[config.mk]
export PLATFORM = sky130hd
export DESIGN_NAME = pscl_dntimer
export DESIGN_NICKNAME = d
export VERILOG_FILES = /design/src/rtl/dtm_pkg.sv /design/src/rtl/dtm_src_sel.sv /design/src/rtl/dtm_prescale.sv /design/src/rtl/dtm_regs.sv /design/src/rtl/pscl_dntimer.sv
export SDC_FILE = /design/constraint.sdc
export NUM_CORES = 1
export LEC_CHECK = 0
export BUFFER_PORTS_ARGS = -buffer_cell sky130_fd_sc_hd__buf_2
export CORE_MARGIN = 8
export CORE_UTILIZATION = 50
export CTS_BUF_LIST = sky130_fd_sc_hd__clkbuf_4 sky130_fd_sc_hd__clkbuf_8
export CTS_CLUSTER_DIAMETER = 100
export CTS_CLUSTER_SIZE = 20
export DETAILED_ROUTE_END_ITERATION = 8
export PLACE_DENSITY = 0.76
export SETUP_SLACK_MARGIN = 0.05
export SLEW_MARGIN = 20
export SYNTH_ARGS = -nofsm -noshare
export SYNTH_HDL_FRONTEND = slang
export SYNTH_HIERARCHICAL = 1
export SYNTH_SLANG_ARGS = --single-unit
[constraint.sdc]
create_clock -name clk -period 2.3 [get_ports clk]
set_input_delay 0 -clock clk [delete_from_list [all_inputs] [get_ports clk]]
set_output_delay 0 -clock clk [all_outputs]
set_load 0.03 [all_outputs]
[src/rtl/dtm_pkg.sv]
package dtm_pkg;
    typedef enum logic [1:0] {
        SRC_CYC   = 2'b00,
        SRC_GATED = 2'b01,
        SRC_HALT  = 2'b10,
        SRC_PIN   = 2'b11
    } src_mode_e;

    localparam int CTL_FLAG = 7;
    localparam int CTL_MASK = 6;
    localparam int CTL_CLR  = 3;
endpackage

[src/rtl/dtm_src_sel.sv]
module dtm_src_sel
    import dtm_pkg::*;
#(
    parameter int SYNC_STAGES = 2
) (
    input  logic      clk,
    input  logic      rst_n,
    input  src_mode_e mode,
    input  logic      cyc_en,
    input  logic      pin,
    output logic      tick
);
    localparam int CHAIN_W = SYNC_STAGES + 1;

    logic [CHAIN_W-1:0] chain;
    logic               pin_lvl;
    logic               pin_fall;

    always_ff @(posedge clk or negedge rst_n) begin
        if (!rst_n) chain <= '0;
        else        chain <= {chain[CHAIN_W-2:0], pin};
    end

    assign pin_lvl  = chain[SYNC_STAGES-1];
    assign pin_fall = chain[SYNC_STAGES] & ~chain[SYNC_STAGES-1];

    always_comb begin
        unique case (mode)
            SRC_CYC:   tick = cyc_en;
            SRC_GATED: tick = cyc_en & pin_lvl;
            SRC_HALT:  tick = 1'b0;
            SRC_PIN:   tick = pin_fall;
            default:   tick = 1'b0;
        endcase
    end

    p_pin_ignores_cyc_r10: assert property (@(posedge clk) disable iff (!rst_n)
        (mode == SRC_PIN && tick) |-> $past(chain[SYNC_STAGES-1]));
endmodule

[src/rtl/dtm_prescale.sv]
module dtm_prescale #(
    parameter int PRE_W = 7,
    parameter int SEL_W = 3
) (
    input  logic             clk,
    input  logic             rst_n,
    input  logic             tick,
    input  logic             clr,
    input  logic [SEL_W-1:0] tap,
    output logic             step
);
    logic [PRE_W-1:0] pre;
    logic [PRE_W:0]   wide_mask;
    logic [PRE_W-1:0] tap_mask;

    assign wide_mask = ({{PRE_W{1'b0}}, 1'b1} << tap) - 1'b1;
    assign tap_mask  = wide_mask[PRE_W-1:0];
    assign step      = tick && ((pre & tap_mask) == tap_mask);

    always_ff @(posedge clk or negedge rst_n) begin
        if (!rst_n)    pre <= '0;
        else if (clr)  pre <= '0;
        else if (tick) pre <= pre + 1'b1;
    end

    p_clear_zeroes_r12: assert property (@(posedge clk) disable iff (!rst_n)
        clr |=> pre == '0);
    p_idle_holds_r11: assert property (@(posedge clk) disable iff (!rst_n)
        (!clr && !tick) |=> $stable(pre));
endmodule

[src/rtl/dtm_regs.sv]
module dtm_regs
    import dtm_pkg::*;
#(
    parameter int CNT_W = 8,
    parameter int SEL_W = 3
) (
    input  logic             clk,
    input  logic             rst_n,
    input  logic             wr_cnt,
    input  logic             wr_ctl,
    input  logic [CNT_W-1:0] wr_data,
    input  logic             step,
    output logic [CNT_W-1:0] cnt,
    output logic             flag,
    output logic             mask,
    output src_mode_e        mode,
    output logic [SEL_W-1:0] tap,
    output logic             pre_clr
);
    localparam logic [CNT_W-1:0] ONE = {{(CNT_W-1){1'b0}}, 1'b1};

    logic zero_hit;

    assign zero_hit = step && !wr_cnt && (cnt == ONE);
    assign pre_clr  = wr_ctl && wr_data[CTL_CLR];

    always_ff @(posedge clk or negedge rst_n) begin
        if (!rst_n)      cnt <= '1;
        else if (wr_cnt) cnt <= wr_data;
        else if (step)   cnt <= cnt - 1'b1;
    end

    always_ff @(posedge clk or negedge rst_n) begin
        if (!rst_n) begin
            flag <= 1'b0;
            mask <= 1'b1;
            mode <= SRC_PIN;
            tap  <= '1;
        end else begin
            if (wr_ctl) begin
                flag <= wr_data[CTL_FLAG] | zero_hit;
                mask <= wr_data[CTL_MASK];
                mode <= src_mode_e'(wr_data[5:4]);
                tap  <= wr_data[SEL_W-1:0];
            end else if (zero_hit) begin
                flag <= 1'b1;
            end
        end
    end

    p_step_decrements_r3: assert property (@(posedge clk) disable iff (!rst_n)
        (step && !wr_cnt) |=> cnt == $past(cnt) - 1'b1);
    p_count_holds_r2: assert property (@(posedge clk) disable iff (!rst_n)
        (!step && !wr_cnt) |=> $stable(cnt));
    p_zero_sets_flag_r4: assert property (@(posedge clk) disable iff (!rst_n)
        (step && !wr_cnt && cnt == ONE) |=> flag);
    p_flag_sticky_r5: assert property (@(posedge clk) disable iff (!rst_n)
        (flag && !wr_ctl) |=> flag);
endmodule

[src/rtl/pscl_dntimer.sv]
module pscl_dntimer
    import dtm_pkg::*;
#(
    parameter int CNT_W       = 8,
    parameter int PRE_W       = 7,
    parameter int SYNC_STAGES = 2
) (
    input  logic             clk,
    input  logic             rst_n,
    input  logic             cyc_en,
    input  logic             tmr_pin,
    input  logic             cpu_imask,
    input  logic             wr_en,
    input  logic             wr_sel,
    input  logic [CNT_W-1:0] wr_data,
    input  logic             rd_sel,
    output logic [CNT_W-1:0] rd_data,
    output logic             irq
);
    localparam int SEL_W = $clog2(PRE_W + 1);

    src_mode_e        mode;
    logic [SEL_W-1:0] tap;
    logic [CNT_W-1:0] cnt;
    logic             flag, mask, pre_clr, tick, step;
    logic             wr_cnt, wr_ctl;
    logic [CNT_W-1:0] ctl_view;

    assign wr_cnt = wr_en && !wr_sel;
    assign wr_ctl = wr_en &&  wr_sel;

    dtm_src_sel #(.SYNC_STAGES(SYNC_STAGES)) u_src (
        .clk(clk), .rst_n(rst_n), .mode(mode),
        .cyc_en(cyc_en), .pin(tmr_pin), .tick(tick)
    );

    dtm_prescale #(.PRE_W(PRE_W), .SEL_W(SEL_W)) u_pre (
        .clk(clk), .rst_n(rst_n), .tick(tick),
        .clr(pre_clr), .tap(tap), .step(step)
    );

    dtm_regs #(.CNT_W(CNT_W), .SEL_W(SEL_W)) u_regs (
        .clk(clk), .rst_n(rst_n), .wr_cnt(wr_cnt), .wr_ctl(wr_ctl),
        .wr_data(wr_data), .step(step), .cnt(cnt), .flag(flag),
        .mask(mask), .mode(mode), .tap(tap), .pre_clr(pre_clr)
    );

    always_comb begin
        ctl_view              = '0;
        ctl_view[CTL_FLAG]    = flag;
        ctl_view[CTL_MASK]    = mask;
        ctl_view[5:4]         = mode;
        ctl_view[SEL_W-1:0]   = tap;
    end

    assign rd_data = rd_sel ? ctl_view : cnt;
    assign irq     = flag && !mask && !cpu_imask;

    p_halt_no_step_r9: assert property (@(posedge clk) disable iff (!rst_n)
        (mode == SRC_HALT) |-> !step);
    p_irq_gated_r6: assert property (@(posedge clk) disable iff (!rst_n)
        irq |-> !cpu_imask);
    p_clear_bit_hidden_r12: assert property (@(posedge clk) disable iff (!rst_n)
        rd_sel |-> !rd_data[CTL_CLR]);
endmodule

Yosys cells after proc, flatten, opt, wreduce, memory -nomap -nowiden
Cells that the tools add are included.
W data, S select, Z words.

word-level totals
  bits of input ports = 16
  flip-flop bits (word level) = 25
  output and inout bits = 9
  word-level logic and storage cells = 45

cells by class
  shift-type cells = 1
  muxes and demuxes = 8
  equal/unequal tests = 5
  reductions and logical operators = 16
  add/sub/neg operators = 3
  bitwise logic cells = 5

operators by type and width
  kind                   number
  $mux W8                3
  $mux W7                2
  $eq A8 B1 Y1 const B   1
  $logic_and A1 B1 Y1    8
  $sub A8 B1 Y8 const B  1
  $add A7 B1 Y7 const B  1
  $and A7 B7 Y7          1
  $eq A7 B7 Y1           1
  $shl A1 B3 Y7 const A  1
  $sub A7 B1 Y7 const B  1
  $reduce_bool A2 Y1     3
  $eq A2 B2 Y1 const B   2
  $logic_not A1 Y1       4
  $pmux W1 S4            1
  $and A1 B1 Y1          2
  $eq A2 B1 Y1 const B   1
  $logic_not A2 Y1       1
  $mux W1                2
  $not A1 Y1             1
  $or A1 B1 Y1           1

Logic depth before layout (Yosys ltp)
Gate-level depths: netlist of the first run.

  depth after elaboration = 9
  gate-level depth with buffers = 8
  gate-level depth less buffers = 7

Cells and area by module
Netlist of the first run, hierarchy kept.

by module, submodules not included
  module        cells each  seq. area each (µm²)  area an instance (µm²)  times used
  dtm_regs      67          392.9                 752.0                   1
  dtm_prescale  40          175.2                 372.9                   1
  pscl_dntimer  12          0.0                   145.1                   1
  dtm_src_sel   7           75.1                  101.3                   1

Worst setup path after synthesis of the first run
No wires, ideal clock.

  path type = reg2reg
  start = reg u_regs.mode[0]
  end = reg u_regs.cnt[5]
  stages on the path, launching flop included = 9
  clock period less this slack = 2.460 ns
  required time = 2.223 ns
  data arrival time = 2.383 ns
  library setup time = 0.077 ns
  path buffers = 1
  setup slack = -0.160 ns
  path through = dfstp_2 -> nand2b_1 -> mux2i_1 -> buf_2 -> nand3_1 -> a21oi_1 -> or4b_4 -> or4_1 -> a31oi_1

between the ends
  longest elaborated chain between the ends = 4
  elaborated cells between the ends (all ways) = 7
  classes of those cells = eq/ne (3); mux (1); reduce/logical (3)

ends and longest elaborated chain
  element                               RTL line            source
  start, declared                       dtm_regs.sv:16      output src_mode_e mode,
  start signal, assigned                dtm_regs.sv:43      mode <= src_mode_e'(wr_data[5:4]);
  $eq A2 B2 Y1 (tied with other cells)  dtm_src_sel.sv:28   unique case (mode)
  $pmux W1 S4 *                         dtm_src_sel.sv:28
  named net tick                        pscl_dntimer.sv:25  logic flag, mask, pre_clr, tick, step;
  $logic_and A1 B1 Y1 *                 dtm_prescale.sv:18  assign step = tick && ((pre & tap_mask) == tap_mask);
  named net step                        pscl_dntimer.sv:25
  $reduce_bool A2 Y1 (no line) *        --
  end signal, assigned                  dtm_regs.sv:29      else if (wr_cnt) cnt <= wr_data;
  end signal, assigned                  dtm_regs.sv:30      else if (step) cnt <= cnt - 1'b1;
  end, declared                         dtm_regs.sv:13      output logic [CNT_W-1:0] cnt,

The timed path passes the listed nets; every way through them passes the cells marked *.
A chain may end at the register's enable or synchronous reset.

Worst setup path in the final report of the first run
Ends and elaborated chain as after synthesis.

==> impl_results.md, run 1 <==
* Status: completed
* Worst-margin pin slew at 0.541 ns
* FF-to-FF Start: u_regs/mode[0]
* Area added between synthesis and finish at 23.0%
* Async S/R FF share, synth at 100%
* First-pass GRT wire length at 4590 µm
* Largest net degree at the start of global routing at 26
* Vias in the first global route at 1042
* Crit-path cells: nand2b_1, mux2i_2, nand3_1, a21oi_2, or4b_4, or4_1, a31oi_1
* Final Cycle Share at 96.7%
* VDD IR max at 0.536 mV
* Routed wire per std cell at 13.9 µm
* Syn Nets at 145
* #FFs+latches synth at 25
* Worst Path Arrival at 2.48 ns
* Pins over their slew limit at 0
* Ratio of cells with drive above 1 in the final layout at 39.2%
* Worst Hold Depth at 5
* RSZ-0062 raised after global routing: yes
* Max_slew headroom at 63.9%
* Global route total overflow at 0
* Rows at 19
* Worst path top cell family by delay: simple AND/OR/NAND/NOR gates
* Hold Crit Class: in2reg
* WHS Endpoint: u_regs/cnt[2]
* Commonest non-fill, non-tap cells in the layout: buf_2, dfstp_2, nand2_1, dfrtp_1
* Root buf cell: clkbuf_4
* Die H at 68.4 µm
* Worst setup EP type: flop
* Synthesized area at 1370 µm²
* CTS buffer count at 3
* Pwr dens at 710 nW/µm²
* Top post-synthesis cells by area: dfstp_2, dfrtp_1, mux2_4
* First-pass iteration count of the detailed router at 4
* Antenna viol nets, final at 0
* Post-synth EDFFs at 0
* Fmax achieved at 450 MHz
* Terminus of the critical flop-to-flop path: u_regs/cnt[5]
* Half-perimeter wire length after placement at 2000 µm
* CP max stage cell: dfstp_2
* Clk sinks at 25
* Gpl congestion at 0.800
* Vias/cell at 5.37
* Largest stage delay, worst path at 0.55 ns
* Fin nets at 186
* Clk pin slew, worst setup/hold paths at 0.13 ns
* Final setup fails at 0
* Global-route usage over all layers at 12.6%
* Number of library cell types mapped by synthesis at 36
* H-tree Lvls at 1
* I/O Buffers at 24
* Total power at 1.20 mW
* Detailed-route via count at 1057
* R2r setup slk at 0.08 ns
* Core Box Area at 2690 µm²
* Hold Vio Cnt, Final at 0
* Clock Path Buffers at 2
* DRT Wirelength at 2750 µm
* Hold Path Origin: wr_sel
* Skew final at 0.00206 ns
* Leakage dissipation at 0.756 nW
* DRC errors left at 0
* IO Count at 25
* Die width at 68.4 µm
* Antenna Cells at 0
* Syn Inst Count at 126
* Worst-Skew Late Latency at 0.32 ns
* Kind of critical path: reg2reg
* Max-cap viol count at 0
* Commonest non-fill, non-tap cell in the layout: buf_2
* Cell taking the most area after synthesis: dfstp_2
* Worst EP required at 2.56 ns
* Fillers at 230
* Warnings from Yosys at 6
* DRT iter0 DRCs at 38
* Tmin final at 2.22 ns
* Main flop type after synthesis: dfstp_2
* Largest fanout on the critical path at 5
* CTS tree: yes
* Initial core utilization at 51.0%
* Worst setup SP type: flop
* Yosys top cell area share at 26.8%
* Final Util at 62.8%
* Number of antenna violations at the first check in global routing at 0
* Sequential element share of the synthesized area at 46.9%
* Die ar. at 4670 µm²
* Setup TNS at 0 ns
* Cells on worst reg2reg path at 7
* Synth Area per Inst at 10.9 µm²
* Buf/Inv on CP at 0
==> metrics by stage <==
stage          hold slack, ns  std cells  setup WS (ns)  instance area [µm²]
5_1_grt                0.0808        197        -0.0407                 1690
6_report               0.0766        197         0.0764                 1690
2_1_floorplan          -0.296        126         0.0115                 1380
3_5_place_dp           0.0199        180          0.116                 1530
4_1_cts                0.0640        194         0.0809                 1660
3_3_place_gp           0.0140        180          0.169                 1530
==> repair_timing <==
item	CTS	global route
hold endpoints to repair	27	0
setup endpoints to repair	0	2
hold buffers	10	0
buffers inserted	0	3
gates resized for setup	0	1
==> cell type report <==
cell class	instances	area [µm²]	share of cell area [%]
multi-input combinational	93	697	41.3
sequential	25	643	38.1
timing repair buffer	40	265	15.7
tap	31	38.8	2.30
clock buffer	3	22.5	1.34
inverter	4	15.0	0.890
clock inverter	1	5.00	0.297
==> metal layers <==
layer	track usage, %	vias to the layer above	part of all wire [%]
li1	-	525	-
met1	15.3	497	45
met2	21.2	30	47
met3	2.62	5	6.6
met4	5.37	0	1.8
met5	0	-	0
==> report_power, final <==
group          leakage (nW)  internal (mW)  total, mW  switching, mW
clock network        0.0177         0.0652      0.192          0.127
logic                 0.451          0.181      0.367          0.186
registers             0.288          0.545      0.638         0.0928
==> synth_stat cells (2+ instances only) <==
master     n
nor2_1     9
dfrtp_1   11
nand3_1    2
a21boi_0   2
nand2b_1   3
nand4_1    4
xor2_1     6
xnor2_1    3
ha_1       3
o31ai_1    2
mux2i_1    3
dfstp_2   14
a21oi_1    2
inv_1      4
or4_1      3
mux2_2     6
mux2_4     7
nand2_1   12
clkbuf_1   2
o21ai_0   10
and2_1     3
==> worst register-to-register path: cells and delay by family (launching register included) <==
family	cells	cell delay, ns
muxes	1	0.24
AOI/OAI and AO/OA	2	0.27
and+or+nand+nor	4	1.10
DFF	1	0.55
==> worst max path at each step <==
| stage | cells past startpoint | startpoint | slack, ns | to |
|---|---|---|---|---|
| global route | 7 | u_regs/mode[0] | -0.04 | u_regs/cnt[5] |
| CTS | 7 | u_regs/mode[0] | 0.08 | u_regs/cnt[5] |
| detailed placement | 7 | u_regs/mode[0] | 0.12 | u_regs/cnt[5] |
| floorplan | 8 | u_regs/mode[0] | 0.01 | u_regs/cnt[5] |
| finish | 7 | u_regs/mode[0] | 0.08 | u_regs/cnt[5] |
| global placement | 7 | u_regs/mode[0] | 0.17 | u_regs/cnt[5] |
==> kinds of logic after synthesis <==
kind of cell,after synthesis,synth area share (%)
AOI/OAI and AO/OA,20,8.85
DFF,25,46.9
muxes,16,14.8
xor gates and xnor gates,9,5.75
adders and majority gates,3,2.74
buffers and inverters,8,2.83
and+or+nand+nor,45,18.2
==> sequential cells by signal, indices dropped and copies added, names as in the netlist <==
| signal | count |
|---|---|
| u_regs/flag | 1 |
| u_regs/tap | 3 |
| u_pre/pre | 7 |
| u_src/chain | 3 |
| u_regs/cnt | 8 |
| u_regs/mask | 1 |
| u_regs/mode | 2 |
Note: power is estimated with default switching activity, not from simulation.
==> inputs of run 2 (changes only) <==
Settings changed: MAX_ROUTING_LAYER set to met4.
==> run 2 against run 1 <==
  * Setup slack about the same
  * Sequential cell count unchanged
  * Register-to-register slack about the same
  * Clock skew about the same
  * Total power about the same
  * Largest power group unchanged
  * Clock power about the same
  * Die area unchanged
  * Non-clock buffer count unchanged
  * Cell area unchanged
==> impl_results.md, run 2 (synthesized netlist as in run 1, its figures left out) <==
* Largest stage delay, worst path at 0.55 ns (about the same)
* Tmin final at 2.22 ns (+0.00000820 ns)
* Hold Vio Cnt, Final at 0 (unchanged)
* Ratio of cells with drive above 1 in the final layout at 39.2% (unchanged)
* First-pass GRT wire length at 4590 µm (unchanged)
* Pre-CTS setup slack at 0.116 ns (unchanged)
* Half-perimeter wire length after placement at 2000 µm (unchanged)
* Final Cycle Share at 96.7% (about the same)
* Commonest non-fill, non-tap cell in the layout: buf_2
* Largest net degree at the start of global routing at 26 (unchanged)
* Worst-margin pin slew at 0.541 ns (unchanged)
* Non-Filler Instances at 197 (unchanged)
* DRT iter0 DRCs at 38 (unchanged)
* CTS tree: yes
* Fmax achieved at 450 MHz (about the same)
* Worst setup EP type: flop
* Die H at 68.4 µm (unchanged)
* Fin nets at 186 (unchanged)
* Number of antenna violations at the first check in global routing at 0 (unchanged)
* Area added between synthesis and finish at 23.0% (unchanged)
* Die ar. at 4670 µm² (unchanged)
* Clk pin slew, worst setup/hold paths at 0.13 ns (about the same)
* VDD IR max at 0.536 mV (about the same)
* First-pass iteration count of the detailed router at 4 (unchanged)
* Leakage dissipation at 0.756 nW (unchanged)
* Rows at 19 (unchanged)
* Sequential power share at 53.3% (about the same)
* Pwr dens at 710 nW/µm² (about the same)
* Global route total overflow at 0 (unchanged)
* Commonest non-fill, non-tap cells in the layout: buf_2, dfstp_2, nand2_1, dfrtp_1
* Largest Register: u_regs/cnt
* Combinational group share of total power at 30.7% (about the same)
* Biggest regs: u_regs/cnt (8), u_pre/pre (7)
* Cells on worst reg2reg path at 7 (unchanged)
* Worst Hold Depth at 5 (unchanged)
* P_sw at 406 µW (about the same)
* Initial core utilization at 51.0% (unchanged)
* Die width at 68.4 µm (unchanged)
* Antenna Cells at 0 (unchanged)
* Dpl cells at 180 (unchanged)
* H-tree Lvls at 1 (unchanged)
* Status: completed
* Gpl congestion at 0.812 (+1.4%)
* Worst Path Arrival at 2.48 ns (about the same)
* Core Box Area at 2690 µm² (unchanged)
* Kind of critical path: reg2reg
* IO Count at 25 (unchanged)
* Hold Crit Class: in2reg
* Vias/cell at 5.37 (unchanged)
* Vias in the first global route at 1042 (unchanged)
* Final setup fails at 0 (unchanged)
* Final Util at 62.8% (unchanged)
* RSZ-0062 raised after global routing: yes
* Global-route usage over all layers at 13.0% (+0.39 points)
* Root buf cell: clkbuf_4
* Clk pwr share at 16.1% (about the same)
* Max_slew headroom at 63.9% (unchanged)
* Clock Path Buffers at 2 (unchanged)
* Hold slack final at 0.0767 ns (+0.0000934 ns)
* Power Internal at 792 µW (about the same)
* Antenna viol nets, final at 0 (unchanged)
* I/O Buffers at 24 (unchanged)
* CP max stage cell: dfstp_2
* Setup TNS at 0 ns (unchanged)
* Largest fanout on the critical path at 5 (unchanged)
* Crit-path cells: nand2b_1, mux2i_2, nand3_1, a21oi_2, or4b_4, or4_1, a31oi_1
* Worst setup SP type: flop
* Pins over their slew limit at 0 (unchanged)
* Skew final at 0.00207 ns (+0.0000136 ns)
* Clk sinks at 25 (unchanged)
* DRT Wirelength at 2750 µm (unchanged)
* Post-DP Area at 1530 µm² (unchanged)
* Design area at 1690 µm² (unchanged)
* Sw Ratio at 33.9% (about the same)
* Worst setup margin at 0.0763 ns (-0.00000820 ns)
* CTS buffer count at 3 (unchanged)
* DRC errors left at 0 (unchanged)
* Routed wire per std cell at 13.9 µm (unchanged)
* Total power at 1.20 mW (about the same)
* Worst EP required at 2.56 ns (about the same)
* Worst-Skew Late Latency at 0.32 ns (about the same)
* Max-cap viol count at 0 (unchanged)
* Detailed-route via count at 1057 (unchanged)
* Max reg flops at 8 (unchanged)
## run 2: cell counts in the layout (fill, tap and decap cells not counted)
No cell type changed its count.
## run 2: worst max-delay path, delay by kind of cell (launching register included)
family / cells / cell delay [ns]
AOI/OAI and AO/OA: 2 / 0.27
DFF: 1 / 0.55
and+or+nand+nor: 4 / 1.10
muxes: 1 / 0.24
## run 2: what timing repair did
| item | CTS | global route |
|---|---|---|
| setup buffers | 0 | 3 |
| hold endpoints to repair | 27 | 0 |
| setup endpoints to repair | 0 | 2 |
| gates resized for setup | 0 | 1 |
| hold buffers | 10 | 0 |
## run 2: path summary, 6_finish.rpt
kind | to | startpoint | slack, ns
max | u_regs/cnt[5] | u_regs/mode[0] | 0.08
min | u_regs/cnt[2] | wr_sel | 0.08
max reg2reg | u_regs/cnt[5] | u_regs/mode[0] | 0.08
min reg2reg | u_src/chain[1] | u_src/chain[0] | 0.36
max in group asynchronous | u_regs/cnt[6] | rst_n | 1.75
min in group asynchronous | u_regs/flag | rst_n | 0.18
## run 2: routing by layer
metal | vias up | routed length, µm | global-route usage, % | share of wire, %
met5 | - | 0 | - | 0
met4 | 0 | 49 | 5.37 | 1.8
met3 | 5 | 167 | 2.29 | 6.1
met2 | 30 | 1290 | 21.2 | 47
met1 | 497 | 1240 | 15.5 | 45
li1 | 525 | - | - | -
## run 2: power by group through the flow
| stage | logic [mW] | clock network [mW] | registers [mW] |
|---|---|---|---|
| after global routing | 0.412 | 0.218 | 0.648 |
| after CTS | 0.361 | 0.204 | 0.638 |
| final | 0.367 | 0.192 | 0.638 |
| after floorplan | 0.269 | 0 | 0.620 |
| after detailed placement | 0.347 | 0 | 0.645 |
| after global placement | 0.337 | 0 | 0.642 |
## run 2: area by class of cell
class	count	area (µm²)
tap	31	38.8
clock inverter	1	5.00
fill	230	1000
multi-input combinational	93	697
sequential	25	643
clock buffer	3	22.5
inverter	4	15.0
timing repair buffer	40	265
